<file path="src/rtl/rtc_snap_pkg.sv">
package rtc_snap_pkg;
    localparam int unsigned NS_W       = 30;
    localparam int unsigned SEC_W      = 48;
    localparam int unsigned DATA_W     = 32;
    localparam int unsigned ADDR_W     = 8;
    localparam int unsigned NS_PER_SEC = 1_000_000_000;
    localparam int unsigned SEC_HI_W   = SEC_W - DATA_W;

    localparam logic [ADDR_W-1:0] OFF_NS     = 8'h14;
    localparam logic [ADDR_W-1:0] OFF_SEC_LO = 8'h18;
    localparam logic [ADDR_W-1:0] OFF_SEC_HI = 8'h1C;
    localparam logic [ADDR_W-1:0] OFF_CLR    = 8'h20;

    typedef struct packed {
        logic [SEC_W-1:0] sec;
        logic [NS_W-1:0]  ns;
    } rtc_time_t;

    typedef enum logic {
        IRQ_IDLE    = 1'b0,
        IRQ_PENDING = 1'b1
    } irq_state_t;
endpackage

</file>
<file path="src/rtl/rtc_tod_counter.sv">
module rtc_tod_counter
    import rtc_snap_pkg::*;
#(
    parameter int unsigned NS_INC = 20
) (
    input  logic      clk,
    input  logic      rst_n,
    output rtc_time_t cur,
    output rtc_time_t nxt,
    output logic      tick
);
    localparam int unsigned SUM_W = NS_W + 1;
    localparam logic [SUM_W-1:0] INC_V  = SUM_W'(NS_INC);
    localparam logic [SUM_W-1:0] WRAP_V = SUM_W'(NS_PER_SEC);

    logic [SUM_W-1:0] sum;

    always_comb begin
        sum  = {1'b0, cur.ns} + INC_V;
        tick = (sum >= WRAP_V);
        nxt  = cur;
        if (tick) begin
            nxt.ns  = NS_W'(sum - WRAP_V);
            nxt.sec = cur.sec + 1'b1;
        end else begin
            nxt.ns  = sum[NS_W-1:0];
        end
    end

    always_ff @(posedge clk or negedge rst_n) begin
        if (!rst_n) begin
            cur <= '0;
        end else begin
            cur <= nxt;
        end
    end
endmodule

</file>
<file path="src/rtl/rtc_snap_shadow.sv">
module rtc_snap_shadow
    import rtc_snap_pkg::*;
(
    input  logic             clk,
    input  logic             rst_n,
    input  logic             capture,
    input  logic [SEC_W-1:0] sec_in,
    output logic [SEC_W-1:0] sec_held
);
    always_ff @(posedge clk or negedge rst_n) begin
        if (!rst_n) begin
            sec_held <= '0;
        end else if (capture) begin
            sec_held <= sec_in;
        end
    end
endmodule

</file>
<file path="src/rtl/rtc_irq_fsm.sv">
module rtc_irq_fsm
    import rtc_snap_pkg::*;
(
    input  logic clk,
    input  logic rst_n,
    input  logic set_evt,
    input  logic clr_evt,
    output logic irq
);
    irq_state_t state_q;
    irq_state_t state_d;

    always_comb begin
        state_d = state_q;
        unique case (state_q)
            IRQ_IDLE:    if (set_evt) state_d = IRQ_PENDING;
            IRQ_PENDING: if (clr_evt && !set_evt) state_d = IRQ_IDLE;
            default:     state_d = IRQ_IDLE;
        endcase
    end

    always_ff @(posedge clk or negedge rst_n) begin
        if (!rst_n) begin
            state_q <= IRQ_IDLE;
        end else begin
            state_q <= state_d;
        end
    end

    always_comb begin
        unique case (state_q)
            IRQ_PENDING: irq = 1'b1;
            default:     irq = 1'b0;
        endcase
    end
endmodule

</file>
<file path="src/rtl/rtc_snap_regs.sv">
module rtc_snap_regs
    import rtc_snap_pkg::*;
#(
    parameter int unsigned NS_INC = 20
) (
    input  logic              clk,
    input  logic              rst_n,
    input  logic              rd_en,
    input  logic              wr_en,
    input  logic [ADDR_W-1:0] addr,
    input  logic [DATA_W-1:0] wr_data,
    output logic [DATA_W-1:0] rd_data,
    output logic              irq
);
    rtc_time_t        cur;
    rtc_time_t        nxt;
    logic             tick;
    logic [SEC_W-1:0] sec_held;
    logic [NS_W-1:0]  cur_ns;
    logic [SEC_W-1:0] cur_sec;
    logic             capture;
    logic             clr_evt;
    logic [DATA_W-1:0] rd_word;
    logic             wr_data_unused;

    assign wr_data_unused = ^wr_data;
    assign cur_ns  = cur.ns;
    assign cur_sec = cur.sec;
    assign capture = rd_en && (addr == OFF_NS);
    assign clr_evt = wr_en && (addr == OFF_CLR);

    rtc_tod_counter #(.NS_INC(NS_INC)) u_cnt (
        .clk  (clk),
        .rst_n(rst_n),
        .cur  (cur),
        .nxt  (nxt),
        .tick (tick)
    );

    rtc_snap_shadow u_shadow (
        .clk     (clk),
        .rst_n   (rst_n),
        .capture (capture),
        .sec_in  (nxt.sec),
        .sec_held(sec_held)
    );

    rtc_irq_fsm u_irq (
        .clk    (clk),
        .rst_n  (rst_n),
        .set_evt(tick),
        .clr_evt(clr_evt),
        .irq    (irq)
    );

    always_comb begin
        case (addr)
            OFF_NS:     rd_word = {{(DATA_W-NS_W){1'b0}}, nxt.ns};
            OFF_SEC_LO: rd_word = sec_held[DATA_W-1:0];
            OFF_SEC_HI: rd_word = {{(DATA_W-SEC_HI_W){1'b0}}, sec_held[SEC_W-1:DATA_W]};
            default:    rd_word = '0;
        endcase
    end

    always_ff @(posedge clk or negedge rst_n) begin
        if (!rst_n) begin
            rd_data <= '0;
        end else if (rd_en) begin
            rd_data <= rd_word;
        end
    end
endmodule

</file>
<file path="config.mk">
export PLATFORM = sky130hd
export DESIGN_NAME = rtc_snap_regs
export DESIGN_NICKNAME = d
export VERILOG_FILES = /design/src/rtl/rtc_snap_pkg.sv /design/src/rtl/rtc_tod_counter.sv /design/src/rtl/rtc_snap_shadow.sv /design/src/rtl/rtc_irq_fsm.sv /design/src/rtl/rtc_snap_regs.sv
export SDC_FILE = /design/constraint.sdc
export NUM_CORES = 1
export LEC_CHECK = 0
export BUFFER_PORTS_ARGS = -buffer_cell sky130_fd_sc_hd__buf_2
export CAP_MARGIN = 15
export CELL_PAD_IN_SITES_DETAIL_PLACEMENT = 0
export CELL_PAD_IN_SITES_GLOBAL_PLACEMENT = 1
export CORE_MARGIN = 3
export CORE_UTILIZATION = 44
export CTS_BUF_LIST = sky130_fd_sc_hd__clkbuf_4
export DETAILED_ROUTE_END_ITERATION = 8
export PLACE_DENSITY = 0.82
export SLEW_MARGIN = 0
export SYNTH_ARGS = -nofsm -noshare
export SYNTH_HDL_FRONTEND = slang
export SYNTH_SLANG_ARGS = --single-unit
</file>
<file path="constraint.sdc">
create_clock -name clk -period 4 [get_ports clk]
set_clock_uncertainty 0.2 [all_clocks]
set_input_delay 0.8 -clock clk [delete_from_list [all_inputs] [get_ports clk]]
set_output_delay 0.8 -clock clk [all_outputs]
set_load 0.03 [all_outputs]
</file>
# Word level (Yosys, flattened, before mapping)
# Index checks and enable logic that the tools add are counted.
# word_totals
output_inout_bits,33
ram_bits,0
latch_bits,0
romBits,0
ff_bits,159
mem_count,0
# classes
n_shift,0
n_reduce_logical,4
mul,0
bitwise,1
div,0
addsub,3
n_lt_le_gt_ge,1
eq_ne,4
muxes,7
# op_table
operator,count
$pmux 32 s3,1
$add 48x1->48 const B,1
$mux 48,1
$add 30x5->31 const B,1
$ge 31x30->1 const B,1
$mux 30,1
$sub 30x30->30 const B,1
$eq 8x5->1 const B,3
$eq 8x6->1 const B,1
$logic_and 1x1->1,3
$mux 1,3
$pmux 1 s2,1
$logic_not 1->1,1
$not 1->1,1

# Longest topological paths before layout
# Gate-level depths: netlist (run 1).
# depth
ltp_word,6
mapped_depth,15
depth_no_buf,13

# By module
# Synthesis (run 1) repeated with hierarchy kept, for this count alone.
# hier_totals
cells_unflattened,713
hier_area_um2,8215.4
# modules_own_cells
mod,cells_each,area_per_inst_um2,instances
rtc_tod_counter,455,4528.1,1
rtc_snap_shadow,101,1860.5,1
rtc_snap_regs,154,1790.5,1
rtc_irq_fsm,3,36.3,1

# Least setup slack after synthesis (run 1)
# Ideal clock, no wire load.
# synth_path
kind,register to register
start,"register, netlist name u_cnt.cur[2]"
end,register u_shadow.sec_held[37]
stages_incl_launch_ff,16
arrival_ns,3.387
period_less_slack_ns,3.712
setup_slack_ns,0.288
required_time_ns,3.675
setup_time_ns,0.125
n_path_buf,2
cell_sequence,dfrtp_1 ha_1 or2_2 clkbuf_1 and3_1 xnor2_1 ha_1 a21oi_1 o21ai_0 a31oi_1 o21ai_2 a2111oi_2 buf_6 nand3_2 xnor2_2 mux2_2
# synth_lines
item,line_no,source
to (signal assigned),rtc_snap_shadow.sv:14,sec_held <= sec_in;
to (decl),rtc_snap_shadow.sv:8,output logic [SEC_W-1:0] sec_held

==> run summary, run 1 <==
## Synthesis
• **number of distinct standard cells referenced by the synthesized netlist** 65
• **top flip-flop cell by instance count after synthesis** sky130_fd_sc_hd__dfrtp_1
• **top-area cell type share of the netlist area** 48.9%
• **cell taking the most area after synthesis** sky130_fd_sc_hd__dfrtp_1
• **warning count from the yosys run** 0
• **summed instance area of the synthesized netlist** 8040 sq um
• **most numerous cell in the Yosys netlist** sky130_fd_sc_hd__dfrtp_1
• **count of flip-flops with a built-in enable after synthesis** 0
• **ranking of synthesized cells by area** sky130_fd_sc_hd__dfrtp_1, sky130_fd_sc_hd__mux2_2, sky130_fd_sc_hd__xnor2_1
• **synthesized net count** 771
• **fraction of synthesis flops using an asynchronous set or reset pin** 100%
• **top cell types by occurrence after synthesis** sky130_fd_sc_hd__dfrtp_1, sky130_fd_sc_hd__xnor2_1, sky130_fd_sc_hd__mux2_2, sky130_fd_sc_hd__nand2_1, sky130_fd_sc_hd__nor2_1
• **Mapped Avg Cell Area** 11.1 sq um
• **register bit total from synthesis** 157
• **Mapped Cells** 723
• **sequential-to-total area share from yosys stat** 48.9%

## CTS
• **number of H-tree levels** 4
• **CTS Buffer Depth** 2
• **clock insertion delay at the later pin of the skew report** 550 ps
• **CTS tree** done
• **clock buffer count from CTS** 17
• **cell at the root of the clock tree** sky130_fd_sc_hd__clkbuf_4
• **sinks on the clock net** 157
• **clock-pin slew on the worst setup and hold paths** 120 ps

## Timing
• **hold violation count in the final report** 0
• **pin slew with the least headroom to its limit** 752 ps
• **count of final max-slew check failures** 0
• **Min Hold Slack** 286 ps
• **Max Fclk** 261 MHz
• **unrepaired setup endpoints after global routing** true
• **post-route setup slack** 163 ps
• **Final period util** 95.9%
• **Post-Route Setup TNS** 0 ps
• **Tmin final** 3840 ps
• **total setup violations reported at the end of the flow** 0
• **worst-case headroom to the max-slew limit** 49.8%

## Layout
• **Layout Cells excl Fill** 1,021
• **fraction of layout cells with a size suffix above 1** 25.4%
• **final core utilization** 51.4%
• **antenna fix cells** 0
• **Layout Area Growth over Synthesis** 12.4%
• **final-layout fill cell count** 1,545
• **post-layout net count** 832
• **fin area** 9040 sq um

## Floorplan
• **top-level port count** 77
• **die width** 141 um
• **floorplan row count** 48
• **core area** 17,600 sq um
• **Total Die Area** 19,900 sq um
• **initial standard-cell utilization of the core** 45.7%
• **overall die height** 141 um

## Placed design
• **Placer Congestion** 0.897
• **Cell Area, Placed** 8670 sq um
• **Worst Setup Slack post-DPL** 118 ps
• **total instance count after detailed placement** 986
• **hpwl dp** 13,200 um
• **PortBufs** 44

## Min path
• **Worst Hold Launch** u_cnt.cur[77]$_DFF_PN0_
• **Min-Delay Endpoint** u_cnt.cur[77]$_DFF_PN0_
• **worst hold path type** reg -> reg
• **cell count of the worst hold path** 1

## GRT
• **overall global routing resource usage** 19.4%
• **global routing's busiest layer** met2
• **met2 Resource Use GR** 31.9%
• **first-pass GRT wire length** 30,900 um
• **pin count of the biggest net entering global routing** 121
• **global routing met3 resource utilization** 3.26%
• **overall overflow remaining after global route** 0
• **number of global-route vias before repair** 5,932
• **GRT met1 Usage** 26.2%
• **antenna violations before repair** 0

## Routing
• **drt initial violations** 451
• **overall via count from detail_route** 5,817
• **average wire per standard cell** 18.3 um
• **mean number of vias per cell** 5.70
• **DRC violations left** 0
• **number of detailed-route iterations in the first pass** 6
• **Antenna Violating Nets Remaining** 0
• **DRT Wirelength** 18,700 um

## Setup path
• **flop2flop setup slack** 160 ps
• **critical setup path kind** reg -> reg
• **reg2reg start** u_cnt.cur[2]$_DFF_PN0_
• **path depth of the worst reg2reg path** 13
• **Critical Path Start Type** flop
• **nature of the critical path endpoint** flop
• **arrival time worst endpoint** 4060 ps
• **CP max FO** 20
• **worst reg2reg path endpoint** rd_data[12]$_DFFE_PN0P_
• **required time of the worst setup path** 4220 ps

## Outcome
• **result of the run** completed

## Power and ir drop
• **Power Total** 2.71 mW
• **Static Leak** 4.08 nW
• **peak supply drop** 0.186 mV
• **Power Dens Cells** 300 nW/um^2

## Job
• **max cap viols** 0

[critical path: stages (launching register included)]
cell and delay, ps:
sky130_fd_sc_hd__dfrtp_1 400, sky130_fd_sc_hd__ha_1 270, sky130_fd_sc_hd__buf_4 170, sky130_fd_sc_hd__o2111ai_1 210, sky130_fd_sc_hd__xnor2_1 150, sky130_fd_sc_hd__a2111oi_2 460, sky130_fd_sc_hd__o2111ai_1 210, sky130_fd_sc_hd__a31oi_1 280
sky130_fd_sc_hd__o21ai_2 180, sky130_fd_sc_hd__a21oi_1 350, sky130_fd_sc_hd__buf_12 220, sky130_fd_sc_hd__nand2_1 90, sky130_fd_sc_hd__xor2_1 210, sky130_fd_sc_hd__a221o_1 310
[area by class of cell]
type | count | area (sq um) | area share [%]
flip-flops and latches | 157 | 3930 | 43.5
clock inverters | 12 | 169 | 1.87
multi-input cells | 507 | 3870 | 42.8
well taps | 225 | 282 | 3.11
repair buffers | 80 | 569 | 6.30
inverters | 21 | 78.8 | 0.872
clock buffers | 19 | 143 | 1.58
[sequential cells by signal, indices dropped and copies added (netlist names)]
register	cells
u_shadow.sec_held	48
u_irq.state_q	1
u_cnt.cur	76
rd_data	32
[cells by family after synthesis]
family                   share of synthesized area, %
AND/OR/NAND/NOR                                  18.5
flip-flops                                       48.9
buffers and inverters                            3.38
XOR/XNOR                                         10.4
AO/OA/AOI/OAI                                    9.49
adder cells (fa/ha/maj)                         0.622
multiplexers                                     8.78
[layout by cell type (no fill, tap or decap), types with 6 or more instances in the layout]
| master | n |
|---|---|
| sky130_fd_sc_hd__nand2_1 | 47 |
| sky130_fd_sc_hd__a21oi_1 | 9 |
| sky130_fd_sc_hd__nand3_2 | 8 |
| sky130_fd_sc_hd__buf_4 | 30 |
| sky130_fd_sc_hd__a221o_1 | 19 |
| sky130_fd_sc_hd__xnor2_2 | 9 |
| sky130_fd_sc_hd__and2_1 | 23 |
| sky130_fd_sc_hd__mux2i_1 | 12 |
| sky130_fd_sc_hd__o22ai_1 | 9 |
| sky130_fd_sc_hd__xor2_1 | 25 |
| sky130_fd_sc_hd__nor4_1 | 6 |
| sky130_fd_sc_hd__and4_1 | 7 |
| sky130_fd_sc_hd__buf_2 | 43 |
| sky130_fd_sc_hd__a22oi_1 | 7 |
| sky130_fd_sc_hd__nand3_1 | 34 |
| sky130_fd_sc_hd__nor3_1 | 17 |
| sky130_fd_sc_hd__mux2_2 | 52 |
| sky130_fd_sc_hd__nand4_1 | 21 |
| sky130_fd_sc_hd__xnor2_1 | 54 |
| sky130_fd_sc_hd__nor2_1 | 36 |
| sky130_fd_sc_hd__o21ai_0 | 9 |
| sky130_fd_sc_hd__inv_1 | 21 |
| sky130_fd_sc_hd__clkbuf_4 | 19 |
| sky130_fd_sc_hd__dfrtp_1 | 156 |
| sky130_fd_sc_hd__and3_1 | 20 |
[power by group]
part / switching (mW) / internal, mW / total, mW
logic: 0.0523 / 0.0184 / 0.0707
registers: 0.000541 / 1.59 / 1.59
clock network: 0.552 / 0.502 / 1.05
total: 0.605 / 2.11 / 2.71
[repair_timing]
action / in CTS / in global routing
hold buffers: 0 / 1
setup endpoints to repair: 0 / 59
hold endpoints to repair: 0 / 16
resized for setup: 0 / 5
buffers inserted: 0 / 2
[worst max path at each step]
stage | depth (start not counted) | endpoint | slack [ps] | startpoint
after floorplan | 15 | u_shadow.sec_held[37]$_DFFE_PN0P_ | 290 | u_cnt.cur[2]$_DFF_PN0_
after global placement | 14 | rd_data[16]$_DFFE_PN0P_ | 140 | u_cnt.cur[2]$_DFF_PN0_
after detailed placement | 12 | rd_data[16]$_DFFE_PN0P_ | 120 | u_cnt.cur[6]$_DFF_PN0_
after CTS | 12 | rd_data[16]$_DFFE_PN0P_ | 110 | u_cnt.cur[6]$_DFF_PN0_
after global routing | 13 | rd_data[12]$_DFFE_PN0P_ | -50 | u_cnt.cur[2]$_DFF_PN0_
final | 13 | rd_data[12]$_DFFE_PN0P_ | 160 | u_cnt.cur[2]$_DFF_PN0_
[metal layers]
metal  part of all wire [%]  up-vias
met2                     49      114
met1                     46     2939
met4                    1.8        0
met3                    2.8       21
met5                      0        -
li1                       -     2743
Power figures use the tool's default switching activity.
==> run 2: changes to the inputs <==
--- a/config.mk
+++ b/config.mk
@@ -10,11 +10,13 @@
 export CELL_PAD_IN_SITES_DETAIL_PLACEMENT = 0
 export CELL_PAD_IN_SITES_GLOBAL_PLACEMENT = 1
 export CORE_MARGIN = 3
-export CORE_UTILIZATION = 44
+export CORE_UTILIZATION = 45
 export CTS_BUF_LIST = sky130_fd_sc_hd__clkbuf_4
 export DETAILED_ROUTE_END_ITERATION = 8
-export PLACE_DENSITY = 0.82
+export PLACE_DENSITY = 0.83
+export SETUP_SLACK_MARGIN = 0.3
 export SLEW_MARGIN = 0
 export SYNTH_ARGS = -nofsm -noshare
 export SYNTH_HDL_FRONTEND = slang
+export SYNTH_HIERARCHICAL = 1
 export SYNTH_SLANG_ARGS = --single-unit
==> run 2 against run 1 <==
  * Non-clock buffer count increased by 25
  * Via count is 2.8% higher
  * First-iteration DRC count increased by 7.3%
  * Synthesized cell count fell by 1.7%
  * Routed wire length is 6.4% higher
  * Fmax up 7.5%
  * Flip-flop and latch count did not move
  * Combinational power is 20% higher
  * Total power decreased by 0.15%
  * Highest routed layer unchanged
==> run summary, run 2 <==
## Power and ir drop
• **Power Total** 2.71 mW, -0.15%
• **peak supply drop** 0.239 mV, +28%
• **Power Dens Cells** 283 nW/um^2, -5.6%
• **Static Leak** 4.19 nW, +2.8%

## Setup path
• **critical path, cell by cell** buf_4 -> a21o_4 -> nand4_1 -> nor2_2 -> or4bb_1 -> a32oi_1 -> o22a_4 -> o21a_1 -> o21ai_0 -> xnor2_1 -> nand3b_1 -> a2111oi_4 -> a311o_1
• **combined buffer and inverter count along the critical path** 1, -1
• **critical setup path kind** reg -> reg
• **required time of the worst setup path** 4310 ps, +90 ps
• **Largest delay share family, worst path** compound AO/OA/AOI/OAI gates
• **Critical Path Start Type** flop
• **nature of the critical path endpoint** flop
• **Worst path max stage delay** 440 ps, -20 ps
• **Slowest cell on crit path** sky130_fd_sc_hd__or4bb_1
• **CP max FO** 7, -65%
• **arrival time worst endpoint** 3880 ps, -180 ps

## Layout
• **number of flip-flops in the largest register** 76, unchanged
• **most frequent cells in the layout** sky130_fd_sc_hd__dfrtp_1, sky130_fd_sc_hd__buf_4, sky130_fd_sc_hd__xnor2_1
• **most frequent standard cell in the layout excluding fill and tap cells** sky130_fd_sc_hd__dfrtp_1
• **antenna fix cells** 0, unchanged
• **largest reg by FF count** u_cnt/cur
• **Layout Area Growth over Synthesis** 16.6%
• **largest registers in the final layout** u_cnt/cur: 76 flops, u_shadow/sec_held: 48 flops, rd_data: 32 flops
• **final-layout fill cell count** 1,493, -3.4%
• **final core utilization** 54.5%, +3.2 points
• **post-layout net count** 843, +1.3%
• **fraction of layout cells with a size suffix above 1** 32.5%, +7.1 points
• **fin area** 9570 sq um, +5.8%

## Timing
• **worst-case headroom to the max-slew limit** 40.7%, -9.2 points
• **post-route setup slack** 431 ps, +269 ps
• **unrepaired setup endpoints after global routing** true
• **Max Fclk** 280 MHz, +7.5%
• **pin slew with the least headroom to its limit** 887 ps, +135 ps
• **Post-Route Setup TNS** 0 ps, unchanged
• **total setup violations reported at the end of the flow** 0, unchanged
• **Tmin final** 3570 ps, -269 ps
• **count of final max-slew check failures** 0, unchanged
• **hold violation count in the final report** 0, unchanged
• **Final period util** 89.2%, -6.7 points

## Floorplan
• **Total Die Area** 19,900 sq um, -0.28%
• **core area** 17,500 sq um, -0.34%
• **initial standard-cell utilization of the core** 46.8%, +1.1 points
• **top-level port count** 77, unchanged
• **die width** 141 um, -0.14%
• **overall die height** 141 um, -0.14%
• **floorplan row count** 48, unchanged

## Routing
• **overall via count from detail_route** 5,979, +2.8%
• **Antenna Violating Nets Remaining** 0, unchanged
• **number of detailed-route iterations in the first pass** 5, -1
• **DRC violations left** 0, unchanged
• **mean number of vias per cell** 5.78, +1.5%
• **average wire per standard cell** 19.3 um, +5.1%
• **DRT Wirelength** 19,900 um, +6.4%
• **drt initial violations** 484, +7.3%

## Job
• **max cap viols** 0, unchanged

## GRT
• **pin count of the biggest net entering global routing** 94, -22%
• **overall overflow remaining after global route** 0, unchanged
• **number of global-route vias before repair** 6,029, +1.6%
• **first-pass GRT wire length** 32,300 um, +4.4%
• **overall global routing resource usage** 20.3%, +0.95 points
• **antenna violations before repair** 0, unchanged

## Synthesis
• **summed instance area of the synthesized netlist** 8200 sq um, +2.0%
• **Mapped Avg Cell Area** 11.5 sq um, +3.7%
• **Mapped Cells** 711, -1.7%
• **warning count from the yosys run** 6, +6

## CTS
• **CTS tree** done
• **clock-pin slew on the worst setup and hold paths** 140 ps, +20 ps
• **clock insertion delay at the later pin of the skew report** 560 ps, about the same
• **CTS Buffer Depth** 2, unchanged
• **clock buffer count from CTS** 17, unchanged
• **sinks on the clock net** 157, unchanged
• **cell at the root of the clock tree** sky130_fd_sc_hd__clkbuf_4
• **number of H-tree levels** 4, unchanged

## Placed design
• **hpwl dp** 13,800 um, +5.0%
• **Placer Congestion** 0.913, +1.8%
• **PortBufs** 44, unchanged
• **Worst Setup Slack post-DPL** -189 ps, -307 ps
• **Cell Area, Placed** 8720 sq um, +0.58%

## Outcome
• **result of the run** completed

## Min path
• **worst hold path type** reg -> reg

==> run 2: final timing paths <==
path,start,to,slack [ps],depth (start not counted)
min in group asynchronous,rst_n,u_shadow/sec_held[0]$_DFFE_PN0P_,570,2
worst min-delay path,u_cnt/cur[77]$_DFF_PN0_,u_cnt/cur[77]$_DFF_PN0_,270,1
worst min register to register,u_cnt/cur[77]$_DFF_PN0_,u_cnt/cur[77]$_DFF_PN0_,270,1
max in group asynchronous,rst_n,u_cnt/cur[22]$_DFF_PN0_,2100,3
worst max register to register,u_cnt/cur[2]$_DFF_PN0_,rd_data[14]$_DFFE_PN0P_,430,13
worst max-delay path,u_cnt/cur[2]$_DFF_PN0_,rd_data[14]$_DFFE_PN0P_,430,13
==> run 2: layout make-up <==
type | instances | area (sq um) | area share, %
multi-input cells | 499 | 4230 | 44.2
flip-flops and latches | 157 | 3940 | 41.2
repair buffers | 105 | 736 | 7.69
well taps | 225 | 282 | 2.94
clock inverters | 15 | 188 | 1.96
clock buffers | 17 | 128 | 1.33
inverters | 16 | 60.1 | 0.628
==> run 2: layer usage <==
| metal | global-route usage (%) | part of all wire, % |
|---|---|---|
| met1 | 27.8 | 46 |
| met2 | 32.5 | 47 |
| met3 | 3.97 | 4.4 |
| met4 | 7.19 | 2.0 |
| met5 | 0 | 0 |
==> run 2: stage by stage <==
| stage | cells | hold WS, ps |
|---|---|---|
| floorplan | 712 | 232 |
| global placement | 970 | 249 |
| finish | 1034 | 270 |
| detailed placement | 970 | 247 |
| global route | 1034 | 294 |
| CTS | 1007 | 269 |
==> run 2: timing repair <==
item                       4_1_cts  5_1_grt
pin swaps                        3       18
setup endpoints to repair       61       51
buffers inserted                 4       26
hold buffers                     1        0
resized for setup               14       42
hold endpoints to repair        19        0
==> run 2: power breakdown <==
group,total [mW],switching [mW],leakage [nW],internal (mW)
combinational,0.0845,0.0638,1.88,0.0207
clock,1.04,0.594,0.155,0.443
sequential,1.59,0.000123,2.15,1.59
